File: src/rtl/dds_seq_pkg.sv
// Shared constants and types for the phase-mode programming sequencer.
// Assumes a 16-bit register data path and 8-bit register addresses.
package dds_seq_pkg;
    typedef enum logic [1:0] {
        MODE_CONT    = 2'd0,
        MODE_ABS     = 2'd1,
        MODE_TRACK   = 2'd2,
        MODE_ABS_ALT = 2'd3
    } phase_mode_e;

    localparam logic [7:0] ADDR_SEL     = 8'h81;
    localparam logic [7:0] ADDR_FREQ_LO = 8'h2D;
    localparam logic [7:0] ADDR_FREQ_HI = 8'h2F;
    localparam logic [7:0] ADDR_CFG     = 8'h01;
    localparam logic [7:0] ADDR_PHASE   = 8'h31;
    localparam logic [7:0] ADDR_UPDATE  = 8'h80;

    localparam logic [15:0] CFG_KEEP  = 16'h0008;
    localparam logic [15:0] CFG_CLEAR = 16'h2008;

    localparam int NUM_STEPS  = 6;
    localparam int STEP_SEL   = 0;
    localparam int STEP_FLO   = 1;
    localparam int STEP_FHI   = 2;
    localparam int STEP_CFG   = 3;
    localparam int STEP_PHASE = 4;
    localparam int STEP_UPD   = 5;
endpackage

File: src/rtl/dds_phase_calc.sv
// Combinational phase-word correction for the three phase modes.
// Assumes timestamps of at most 64 bits; products are taken modulo 2^64
// and the phase is the slice starting at bit FREQ_W-PHASE_W.
module dds_phase_calc
    import dds_seq_pkg::*;
#(
    parameter int TS_W        = 64,
    parameter int FREQ_W      = 32,
    parameter int PHASE_W     = 16,
    parameter int CLK_RATIO   = 4,
    parameter int SLOT_CYCLES = 5
) (
    input  logic [FREQ_W-1:0]  ftw,
    input  logic [PHASE_W-1:0] pow_in,
    input  phase_mode_e        mode,
    input  logic [TS_W-1:0]    t_ref,
    input  logic [TS_W-1:0]    t_now,
    input  logic [PHASE_W-1:0] comp,
    output logic [PHASE_W-1:0] pow_out
);
    localparam int PROD_W = 64;
    localparam int SHIFT  = FREQ_W - PHASE_W;

    logic [PROD_W-1:0] fud_t, diff, back, fwd;

    // Products for the update-to-reference and zero-to-reference phase.
    always_comb begin
        fud_t = PROD_W'(t_now) + PROD_W'(2 * SLOT_CYCLES);
        diff  = PROD_W'(t_ref) - fud_t;
        back  = diff * PROD_W'(CLK_RATIO) * PROD_W'(ftw);
        fwd   = PROD_W'(t_ref) * PROD_W'(CLK_RATIO) * PROD_W'(ftw);
    end

    // Mode selection of the final phase word.
    always_comb begin
        case (mode)
            MODE_CONT:  pow_out = pow_in + comp;
            MODE_TRACK: pow_out = pow_in - back[SHIFT +: PHASE_W] + fwd[SHIFT +: PHASE_W];
            default:    pow_out = pow_in - back[SHIFT +: PHASE_W];
        endcase
    end
endmodule

File: src/rtl/dds_phase_store.sv
// Per-channel store of the phase correction used by continuous mode.
// Assumes the writer only presents in-range channel indices.
module dds_phase_store #(
    parameter int NUM_CH  = 8,
    parameter int IDX_W   = 3,
    parameter int PHASE_W = 16
) (
    input  logic               clk,
    input  logic               rst_n,
    input  logic               wr_en,
    input  logic [IDX_W-1:0]   wr_idx,
    input  logic [PHASE_W-1:0] wr_val,
    input  logic [IDX_W-1:0]   rd_idx,
    output logic [PHASE_W-1:0] rd_val
);
    logic [PHASE_W-1:0] entry [NUM_CH];

    for (genvar g = 0; g < NUM_CH; g++) begin : g_entry
        // Hold one channel's correction; cleared by reset.
        always_ff @(posedge clk) begin
            if (!rst_n)
                entry[g] <= '0;
            else if (wr_en && (32'(wr_idx) == g))
                entry[g] <= wr_val;
        end
    end

    // Read port for the channel being programmed.
    always_comb rd_val = (32'(rd_idx) < NUM_CH) ? entry[rd_idx] : '0;


    store_idx_range_chk: assert property (@(posedge clk) disable iff (!rst_n)
        wr_en |-> (32'(wr_idx) < NUM_CH));
endmodule

File: src/rtl/dds_slot_seq.sv
// Step and slot counter: NUM_STEPS writes, each SLOT_CYCLES cycles long,
// with a strobe on the first cycle of every slot. Assumes SLOT_CYCLES >= 2.
module dds_slot_seq
    import dds_seq_pkg::*;
#(
    parameter int SLOT_CYCLES = 5,
    parameter int STEP_W      = $clog2(NUM_STEPS)
) (
    input  logic              clk,
    input  logic              rst_n,
    input  logic              start,
    output logic              busy,
    output logic [STEP_W-1:0] step,
    output logic              slot_stb
);
    localparam int CNT_W = $clog2(SLOT_CYCLES);

    logic [CNT_W-1:0] cnt;

    // Advance the cycle counter inside a slot and the step across slots.
    always_ff @(posedge clk) begin
        if (!rst_n) begin
            busy <= 1'b0;
            step <= '0;
            cnt  <= '0;
        end else if (start) begin
            busy <= 1'b1;
            step <= '0;
            cnt  <= '0;
        end else if (busy) begin
            if (cnt == CNT_W'(SLOT_CYCLES - 1)) begin
                cnt <= '0;
                if (step == STEP_W'(NUM_STEPS - 1))
                    busy <= 1'b0;
                else
                    step <= step + 1'b1;
            end else begin
                cnt <= cnt + 1'b1;
            end
        end
    end

    // Strobe on the first cycle of each slot.
    always_comb slot_stb = busy && (cnt == '0);


    stb_gap_chk: assert property (@(posedge clk) disable iff (!rst_n)
        slot_stb |=> !slot_stb);

    start_when_idle_chk: assert property (@(posedge clk) disable iff (!rst_n)
        start |-> !busy);
endmodule

File: src/rtl/dds_phase_sequencer.sv
// Top of the phase-mode programming sequencer. Takes one command through
// a valid/ready handshake and emits the six register writes for it:
// channel select, frequency low/high, accumulator-clear config, phase,
// update strobe. Assumes NUM_CH fits in CH_IN_W bits.
module dds_phase_sequencer
    import dds_seq_pkg::*;
#(
    parameter int NUM_CH      = 8,
    parameter int CH_IN_W     = 8,
    parameter int TS_W        = 64,
    parameter int CLK_RATIO   = 4,
    parameter int SLOT_CYCLES = 5
) (
    input  logic               clk,
    input  logic               rst_n,
    input  logic               cmd_valid,
    output logic               cmd_ready,
    input  logic [CH_IN_W-1:0] cmd_chan,
    input  logic [31:0]        cmd_ftw,
    input  logic [15:0]        cmd_pow,
    input  logic [1:0]         cmd_mode,
    input  logic [TS_W-1:0]    cmd_ref,
    input  logic [TS_W-1:0]    cmd_now,
    output logic [7:0]         wr_addr,
    output logic [15:0]        wr_data,
    output logic               wr_stb
);
    localparam int IDX_W  = (NUM_CH > 1) ? $clog2(NUM_CH) : 1;
    localparam int STEP_W = $clog2(NUM_STEPS);

    logic               busy, accepted, chan_ok, go, store_en;
    logic [STEP_W-1:0]  step;
    logic [IDX_W-1:0]   ch_q;
    logic [31:0]        ftw_q;
    logic [15:0]        pow_q, comp_rd, pow_calc;
    phase_mode_e        mode_q;
    logic [TS_W-1:0]    ref_q, now_q;

    // Handshake and channel range check.
    always_comb begin
        cmd_ready = !busy;
        accepted  = cmd_valid && cmd_ready;
        chan_ok   = 32'(cmd_chan) < NUM_CH;
        go        = accepted && chan_ok;
    end

    // Capture the command when it is taken.
    always_ff @(posedge clk) begin
        if (!rst_n) begin
            ch_q   <= '0;
            ftw_q  <= '0;
            pow_q  <= '0;
            mode_q <= MODE_CONT;
            ref_q  <= '0;
            now_q  <= '0;
        end else if (go) begin
            ch_q   <= cmd_chan[IDX_W-1:0];
            ftw_q  <= cmd_ftw;
            pow_q  <= cmd_pow;
            mode_q <= phase_mode_e'(cmd_mode);
            ref_q  <= cmd_ref;
            now_q  <= cmd_now;
        end
    end

    dds_slot_seq #(.SLOT_CYCLES(SLOT_CYCLES), .STEP_W(STEP_W)) u_seq (
        .clk(clk), .rst_n(rst_n), .start(go),
        .busy(busy), .step(step), .slot_stb(wr_stb)
    );

    dds_phase_calc #(.TS_W(TS_W), .FREQ_W(32), .PHASE_W(16),
                     .CLK_RATIO(CLK_RATIO), .SLOT_CYCLES(SLOT_CYCLES)) u_calc (
        .ftw(ftw_q), .pow_in(pow_q), .mode(mode_q), .t_ref(ref_q),
        .t_now(now_q), .comp(comp_rd), .pow_out(pow_calc)
    );

    // Store the correction at the phase write of a clearing mode.
    always_comb store_en = wr_stb && (step == STEP_W'(STEP_PHASE)) && (mode_q != MODE_CONT);

    dds_phase_store #(.NUM_CH(NUM_CH), .IDX_W(IDX_W), .PHASE_W(16)) u_store (
        .clk(clk), .rst_n(rst_n), .wr_en(store_en), .wr_idx(ch_q),
        .wr_val(pow_calc), .rd_idx(ch_q), .rd_val(comp_rd)
    );

    // Address and data of the current write slot.
    always_comb begin
        wr_addr = '0;
        wr_data = '0;
        if (busy) begin
            case (int'(step))
                STEP_SEL:   begin wr_addr = ADDR_SEL;     wr_data = 16'({ch_q, 1'b0}); end
                STEP_FLO:   begin wr_addr = ADDR_FREQ_LO; wr_data = ftw_q[15:0]; end
                STEP_FHI:   begin wr_addr = ADDR_FREQ_HI; wr_data = ftw_q[31:16]; end
                STEP_CFG:   begin wr_addr = ADDR_CFG;
                                  wr_data = (mode_q == MODE_CONT) ? CFG_KEEP : CFG_CLEAR; end
                STEP_PHASE: begin wr_addr = ADDR_PHASE;   wr_data = pow_calc; end
                default:    begin wr_addr = ADDR_UPDATE;  wr_data = '0; end
            endcase
        end
    end


    first_write_chk: assert property (@(posedge clk) disable iff (!rst_n)
        go |=> wr_stb && (wr_addr == ADDR_SEL)
               && (wr_data == 16'({$past(cmd_chan[IDX_W-1:0]), 1'b0})));

    reject_chk: assert property (@(posedge clk) disable iff (!rst_n)
        (accepted && !chan_ok) |=> cmd_ready && !wr_stb);

    ready_after_update_chk: assert property (@(posedge clk) disable iff (!rst_n)
        $rose(cmd_ready) |-> ($past(wr_addr) == ADDR_UPDATE));

    ready_low_on_stb_chk: assert property (@(posedge clk) disable iff (!rst_n)
        go |=> !cmd_ready);
endmodule

File: config.mk
export PLATFORM = sky130hd
export DESIGN_NAME = dds_phase_sequencer
export DESIGN_NICKNAME = d
export VERILOG_FILES = /design/src/rtl/dds_seq_pkg.sv /design/src/rtl/dds_phase_calc.sv /design/src/rtl/dds_phase_store.sv /design/src/rtl/dds_slot_seq.sv /design/src/rtl/dds_phase_sequencer.sv
export SDC_FILE = /design/constraint.sdc
export NUM_CORES = 2
export LEC_CHECK = 0
export BUFFER_PORTS_ARGS = -buffer_cell sky130_fd_sc_hd__clkbuf_2
export CORE_AREA = 8 8 310 312
export CTS_CLUSTER_DIAMETER = 150
export CTS_CLUSTER_SIZE = 14
export DETAILED_ROUTE_END_ITERATION = 6
export DIE_AREA = 0 0 318 320
export GPL_ROUTABILITY_DRIVEN = 0
export PLACE_DENSITY = 0.76
export SYNTH_ARGS = -nofsm -noshare
export SYNTH_HDL_FRONTEND = slang
export SYNTH_HIERARCHICAL = 1
export SYNTH_SLANG_ARGS = --single-unit
export TNS_END_PERCENT = 1
File: constraint.sdc
create_clock -name clk -period 17 [get_ports clk]
set_input_delay 0.85 -clock clk [delete_from_list [all_inputs] [get_ports clk]]
set_output_delay 0.85 -clock clk [all_outputs]
set_load 0.1 [all_outputs]
Word-level counts from Yosys, hierarchy flattened
Memories as Yosys holds them, arrays and structs flattened. A register that Yosys moved wholly into a read port is not among the register bits.
Cells that the tools add are included.
{"block": "classes", "n_addsub": 7, "multipliers": 2, "order_cmp": 1, "n_eq_ne": 14, "n_mux": 46, "bitwise": 10, "n_reduce_logical": 21}
{"cell": "16-bit two-way mux", "n": 9}
{"cell": "62-bit by 32-bit multiplier with 30-bit output", "n": 2}
{"cell": "16-bit case mux with 5 select lines", "n": 1}
{"cell": "62-bit by 4-bit adder with 62-bit output, second input constant", "n": 1}
{"cell": "62-bit subtractor", "n": 1}
{"cell": "8-bit case mux with 5 select lines", "n": 1}
{"cell": "16-bit adder", "n": 2}
{"cell": "16-bit case mux with 2 select lines", "n": 1}
{"cell": "1-bit two-way mux", "n": 29}
{"cell": "3-bit equality test, second input constant", "n": 7}
{"cell": "16-bit subtractor", "n": 1}
{"cell": "14-bit two-way mux", "n": 1}
{"cell": "1-bit logical AND", "n": 13}
{"cell": "3-bit by 2-bit equality test with 1-bit output, second input constant", "n": 4}
{"cell": "3-bit zero test", "n": 3}
{"cell": "3-bit two-way mux", "n": 3}
{"cell": "8-bit by 4-bit < comparator with 1-bit output, second input constant", "n": 1}
{"cell": "8-bit two-way mux", "n": 1}
{"cell": "1-bit OR", "n": 8}
{"cell": "3-bit by 1-bit adder with 3-bit output, second input constant", "n": 2}
{"cell": "3-bit by 1-bit equality test with 1-bit output, second input constant", "n": 2}
{"cell": "3-bit AND reduction", "n": 1}
{"cell": "2-bit equality test, second input constant", "n": 1}
{"cell": "2-bit zero test", "n": 1}
{"cell": "other kinds (4)", "n": 5}
{"block": "totals", "regBits": 184, "mem_bits_rw": 128, "inputBits": 189, "output_inout_bits": 26, "wordCells": 111, "mem_count": 1}
{"name": "u_store.entry", "depth": 8, "word_bits": 16, "rd": 1, "rd_ports_with_merged_regs": 1, "wr": 8, "line_no": "dds_phase_store.sv:16", "source": "logic [PHASE_W-1:0] entry [NUM_CH];"}

Depth between registers and ports, before layout
{"block": "logic_depth", "ltp_word": 9, "ltp_mapped": 62, "depth_no_buf": 59}

Modules after synthesis
The synthesis kept the hierarchy.
{"mod": "dds_phase_calc", "instances": 1, "cells_each": 3628, "area_per_inst_um2": 30950.9, "seq_area_each_um2": 0.0}
{"mod": "dds_phase_sequencer", "instances": 1, "cells_each": 886, "area_per_inst_um2": 7971.4, "seq_area_each_um2": 3623.5}
{"mod": "dds_phase_store", "instances": 1, "cells_each": 374, "area_per_inst_um2": 5809.3, "seq_area_each_um2": 3843.7}
{"mod": "dds_slot_seq", "instances": 1, "cells_each": 41, "area_per_inst_um2": 377.9, "seq_area_each_um2": 140.1}

Worst setup path before layout
No wires, ideal clock.
{"block": "synth_timing", "path_kind": "register -> output", "start": "reg ref_q[1]", "end": "out wr_data[15]", "arrival_time_ns": 13.653, "required_time_ns": 16.150, "setup_slack_ns": 2.497, "path_stages_with_launch": 62, "path_buffers": 3, "path_cell_list": "dfxtp_1 clkbuf_1 clkbuf_1 inv_1 ha_1 inv_1 ha_1 inv_1 fa_1 nor2b_1 o31a_1 o21ba_2 o21a_1 a21o_1 a21oi_1 xnor2_1 clkbuf_1 and2_1 (+26 left out) a21boi_0 o21ai_0 nand2b_1 xor2_1 ha_1 or2_2 a2111oi_0 o31ai_1 nand3_1 nand2_1 xnor2_1 xnor2_1 or3_1 a21oi_1 a221oi_2 nand3_1 a32oi_1 a21oi_1"}
{"block": "synth_between", "elab_chain_cells": 7, "word_cells_on_any_way": 8, "cone_classes": "add/sub (3); mul (2); mux (3)"}
{"item": "from (decl)", "line_no": "dds_phase_sequencer.sv:37", "source": "logic [TS_W-1:0] ref_q, now_q;"}
{"item": "from (signal assigned)", "line_no": "dds_phase_sequencer.sv:61", "source": "ref_q <= cmd_ref;"}
{"item": "62-bit subtractor", "line_no": "dds_phase_calc.sv:29", "source": "diff = PROD_W'(t_ref) - fud_t;"}
{"item": "62-bit by 32-bit multiplier with 30-bit output", "line_no": "dds_phase_calc.sv:30", "source": "back = diff * PROD_W'(CLK_RATIO) * PROD_W'(ftw);"}
{"item": "16-bit subtractor", "line_no": "dds_phase_calc.sv:38, dds_phase_calc.sv:39"}
{"item": "16-bit adder", "line_no": "dds_phase_calc.sv:38", "source": "MODE_TRACK: pow_out = pow_in - back[SHIFT +: PHASE_W] + fwd[SHIFT +: PHASE_W];"}
{"item": "16-bit case mux with 2 select lines (*)", "line_no": "dds_phase_calc.sv:36", "source": "case (mode)"}
{"item": "named net pow_calc[15]", "line_no": "dds_phase_sequencer.sv:35", "source": "logic [15:0] pow_q, comp_rd, pow_calc;"}
{"item": "16-bit case mux with 5 select lines (*)", "line_no": "dds_phase_sequencer.sv:90", "source": "case (int'(step))"}
{"item": "16-bit two-way mux (*)", "line_no": "dds_phase_sequencer.sv:89", "source": "if (busy) begin"}
{"item": "to (decl)", "line_no": "dds_phase_sequencer.sv:25", "source": "output logic [15:0] wr_data,"}
Mark *: on every way through the listed nets, which the timed path passes. The rest lies on a longest branch.

Worst setup path in the final report
{"block": "layout_timing", "start": "reg ref_q[8]", "end": "out wr_data[15]"}
The elaborated chain is that of the path after synthesis.

==> results.py <==
metrics = {
    "run_status": {
        "status": "completed",
    },
    "clock_tree": {
        "hold_buffers": 0,
        "cts_buffer_depth": 3,
        "cts_resized": 0,
        "cts_tree": "done",
        "cts.sinks": 248,
        "cts_root_buffer": "clkbuf_16",
        "clk_pin_slew_ns": 0.08,
        "h-tree-depth": 1,
        "insertion_delay_ns": 0.58,
        "post_cts_buffers": 0,
        "cts_made_buffers": 21,
    },
    "timing": {
        "relSlewSlack_pct": 8.294,
        "period_share_pct": 93.16,
        "finClkSkew_ns": 0.05565,
        "setup_violations": 0,
        "hold_viol_final": 0,
        "slew_viol_final": 0,
        "worst_pin_slew_ns": 1.366,
        "fin_setup_tns_ns": 0,
        "rsz0062_at_grt": "no",
        "finalCriticalPeriod_ns": 15.84,
        "fmax_ghz": 0.06314,
    },
    "floorplan": {
        "die_x_um": 318,
        "die_height_um": 320,
        "placementRows": 111,
        "start_util_pct": 46.63,
        "die_area_sq_um": 101800,
        "core_area_sq_um": 90970,
        "io_pins": 215,
    },
    "drt": {
        "vias": 32397,
        "final_antenna_net_count": 0,
        "wire_per_inst_um": 20.36,
        "drt_iter0_markers": 2615,
        "drc": 0,
        "wl_um": 118600,
        "drt-vias-per-instance": 5.560,
        "drtPass1Iterations": 6,
    },
    "power": {
        "power_density_nw_per_um2": 33.66,
        "total_power_mw": 1.504,
        "p_leak_nw": 21.58,
        "peakVddDrop_uv": 114.7,
    },
    "critical_path": {
        "end_kind": "output pin",
        "r2r_setup_slack_ns": 2.73,
        "cp.arrival_ns": 14.99,
        "crit_fanout": 24,
        "cp_slowest_stage_delay_ns": 0.85,
        "worstSetupStartpointType": "flop",
        "endpoint": "wr_data[15]",
        "crit_type": "flop to output pin",
        "critPathRequiredTime_ns": 16.15,
        "r2r_end": "u_store/entry[5][15]$_SDFFCE_PN0P_",
        "rr_startpoint": "ref_q[8]$_SDFFE_PN0P_",
        "r2r_cells": 53,
        "setup.worst_path.start": "ref_q[8]$_SDFFE_PN0P_",
        "critPathSlowestCell": "xor2_1",
    },
    "yosys": {
        "yosys_warnings": 6,
        "syn_nets": 5869,
        "syn_area_per_cell_sq_um": 9.138,
        "synth_area_sq_um": 42420,
        "postSynthCellCount": 4642,
    },
    "finish": {
        "syn_to_final_growth_pct": 5.294,
        "antenna_cells": 0,
        "stdcell_count": 5827,
        "finalInstanceArea_sq_um": 44670,
        "nets": 5858,
        "fill_cells": 8223,
        "layout_common_cells": "inv_1 (884), nand2_1 (838), fa_1 (708)",
        "drive_gt1_share_pct": 7.067,
        "final_common_cell": "inv_1",
    },
    "grt": {
        "overflow": 0,
        "antenna_found_initial": 1,
        "grt.total_usage_pct": 23.07,
        "grt_pass1_vias": 34131,
        "grt_first_pass_wirelength_um": 187500,
        "grt_max_degree": 141,
    },
    "run": {
        "drv_cap": 0,
    },
    "placement": {
        "place_inst": 5794,
        "placed_area_sq_um": 44070,
        "dpl.hpwl_um": 89390,
        "port_buffers": 145,
    },
    "hold_path": {
        "hold_path.class": "flop to flop",
    },
}
registers in the layout, indices dropped and copies added (netlist names):
signal         cells
ftw_q             32
u_seq/cnt          3
mode_q             2
u_store/entry    128
ch_q               3
u_seq/busy         1
ref_q             30
now_q             30
pow_q             16
u_seq/step         3
power breakdown:
group	leakage (nW)	switching (mW)	internal (mW)	total [mW]
clock network	0.287	0.225	0.238	0.463
registers	2.29	0.00636	0.639	0.646
logic	19.0	0.254	0.141	0.395
total	21.6	0.486	1.02	1.50
through the flow:
step           setup slack (ns)  hold slack, ns  utilization (%)
3_5_place_dp              2.077          0.4473            48.44
2_1_floorplan             2.497          0.4302                -
6_report                  1.163          0.4566            49.10
4_1_cts                   1.405          0.4605            49.10
3_3_place_gp              2.255          0.4436            48.44
5_1_grt                  0.3624          0.4775            49.10
layout make-up:
cell class / count / area, sq um / share of cell area (%)
clock buffers: 32 / 588.1 / 1.317
clock inverters: 1 / 8.758 / 0.01961
inverters: 901 / 3382 / 7.572
multi-input cells: 3220 / 31490 / 70.51
flip-flops and latches: 248 / 6257 / 14.01
well taps: 1186 / 1484 / 3.322
repair buffers: 239 / 1453 / 3.252
worst min path at each step:
stage	from	endpoint	slack (ns)	cells after the start
floorplan	ftw_q[30]$_SDFFE_PN0P_	ftw_q[30]$_SDFFE_PN0P_	0.43	2
global placement	ftw_q[23]$_SDFFE_PN0P_	ftw_q[23]$_SDFFE_PN0P_	0.44	2
detailed placement	ftw_q[16]$_SDFFE_PN0P_	ftw_q[16]$_SDFFE_PN0P_	0.45	2
CTS	ref_q[21]$_SDFFE_PN0P_	ref_q[21]$_SDFFE_PN0P_	0.46	2
global route	ftw_q[23]$_SDFFE_PN0P_	ftw_q[23]$_SDFFE_PN0P_	0.48	2
finish	ftw_q[16]$_SDFFE_PN0P_	ftw_q[16]$_SDFFE_PN0P_	0.46	2
critical path: cells and delay by family, from the launching register on:
| family | cells | cell delay (ns) |
|---|---|---|
| simple gates | 10 | 1.61 |
| flops | 1 | 0.32 |
| compound gates | 15 | 3.45 |
| xor+xnor | 5 | 1.85 |
| buf+inv | 11 | 1.67 |
| fa+ha+maj | 13 | 5.46 |
metal layers:
layer / up-vias / GRT usage, % / wire [um]
met5: - / 0.04726 / 0
met4: 0 / 12.06 / 7716
met3: 397 / 3.846 / 10190
met2: 1624 / 38.39 / 55270
met1: 16188 / 28.84 / 45440
li1: 14188 / - / -
Power figures use the tool's default switching activity.
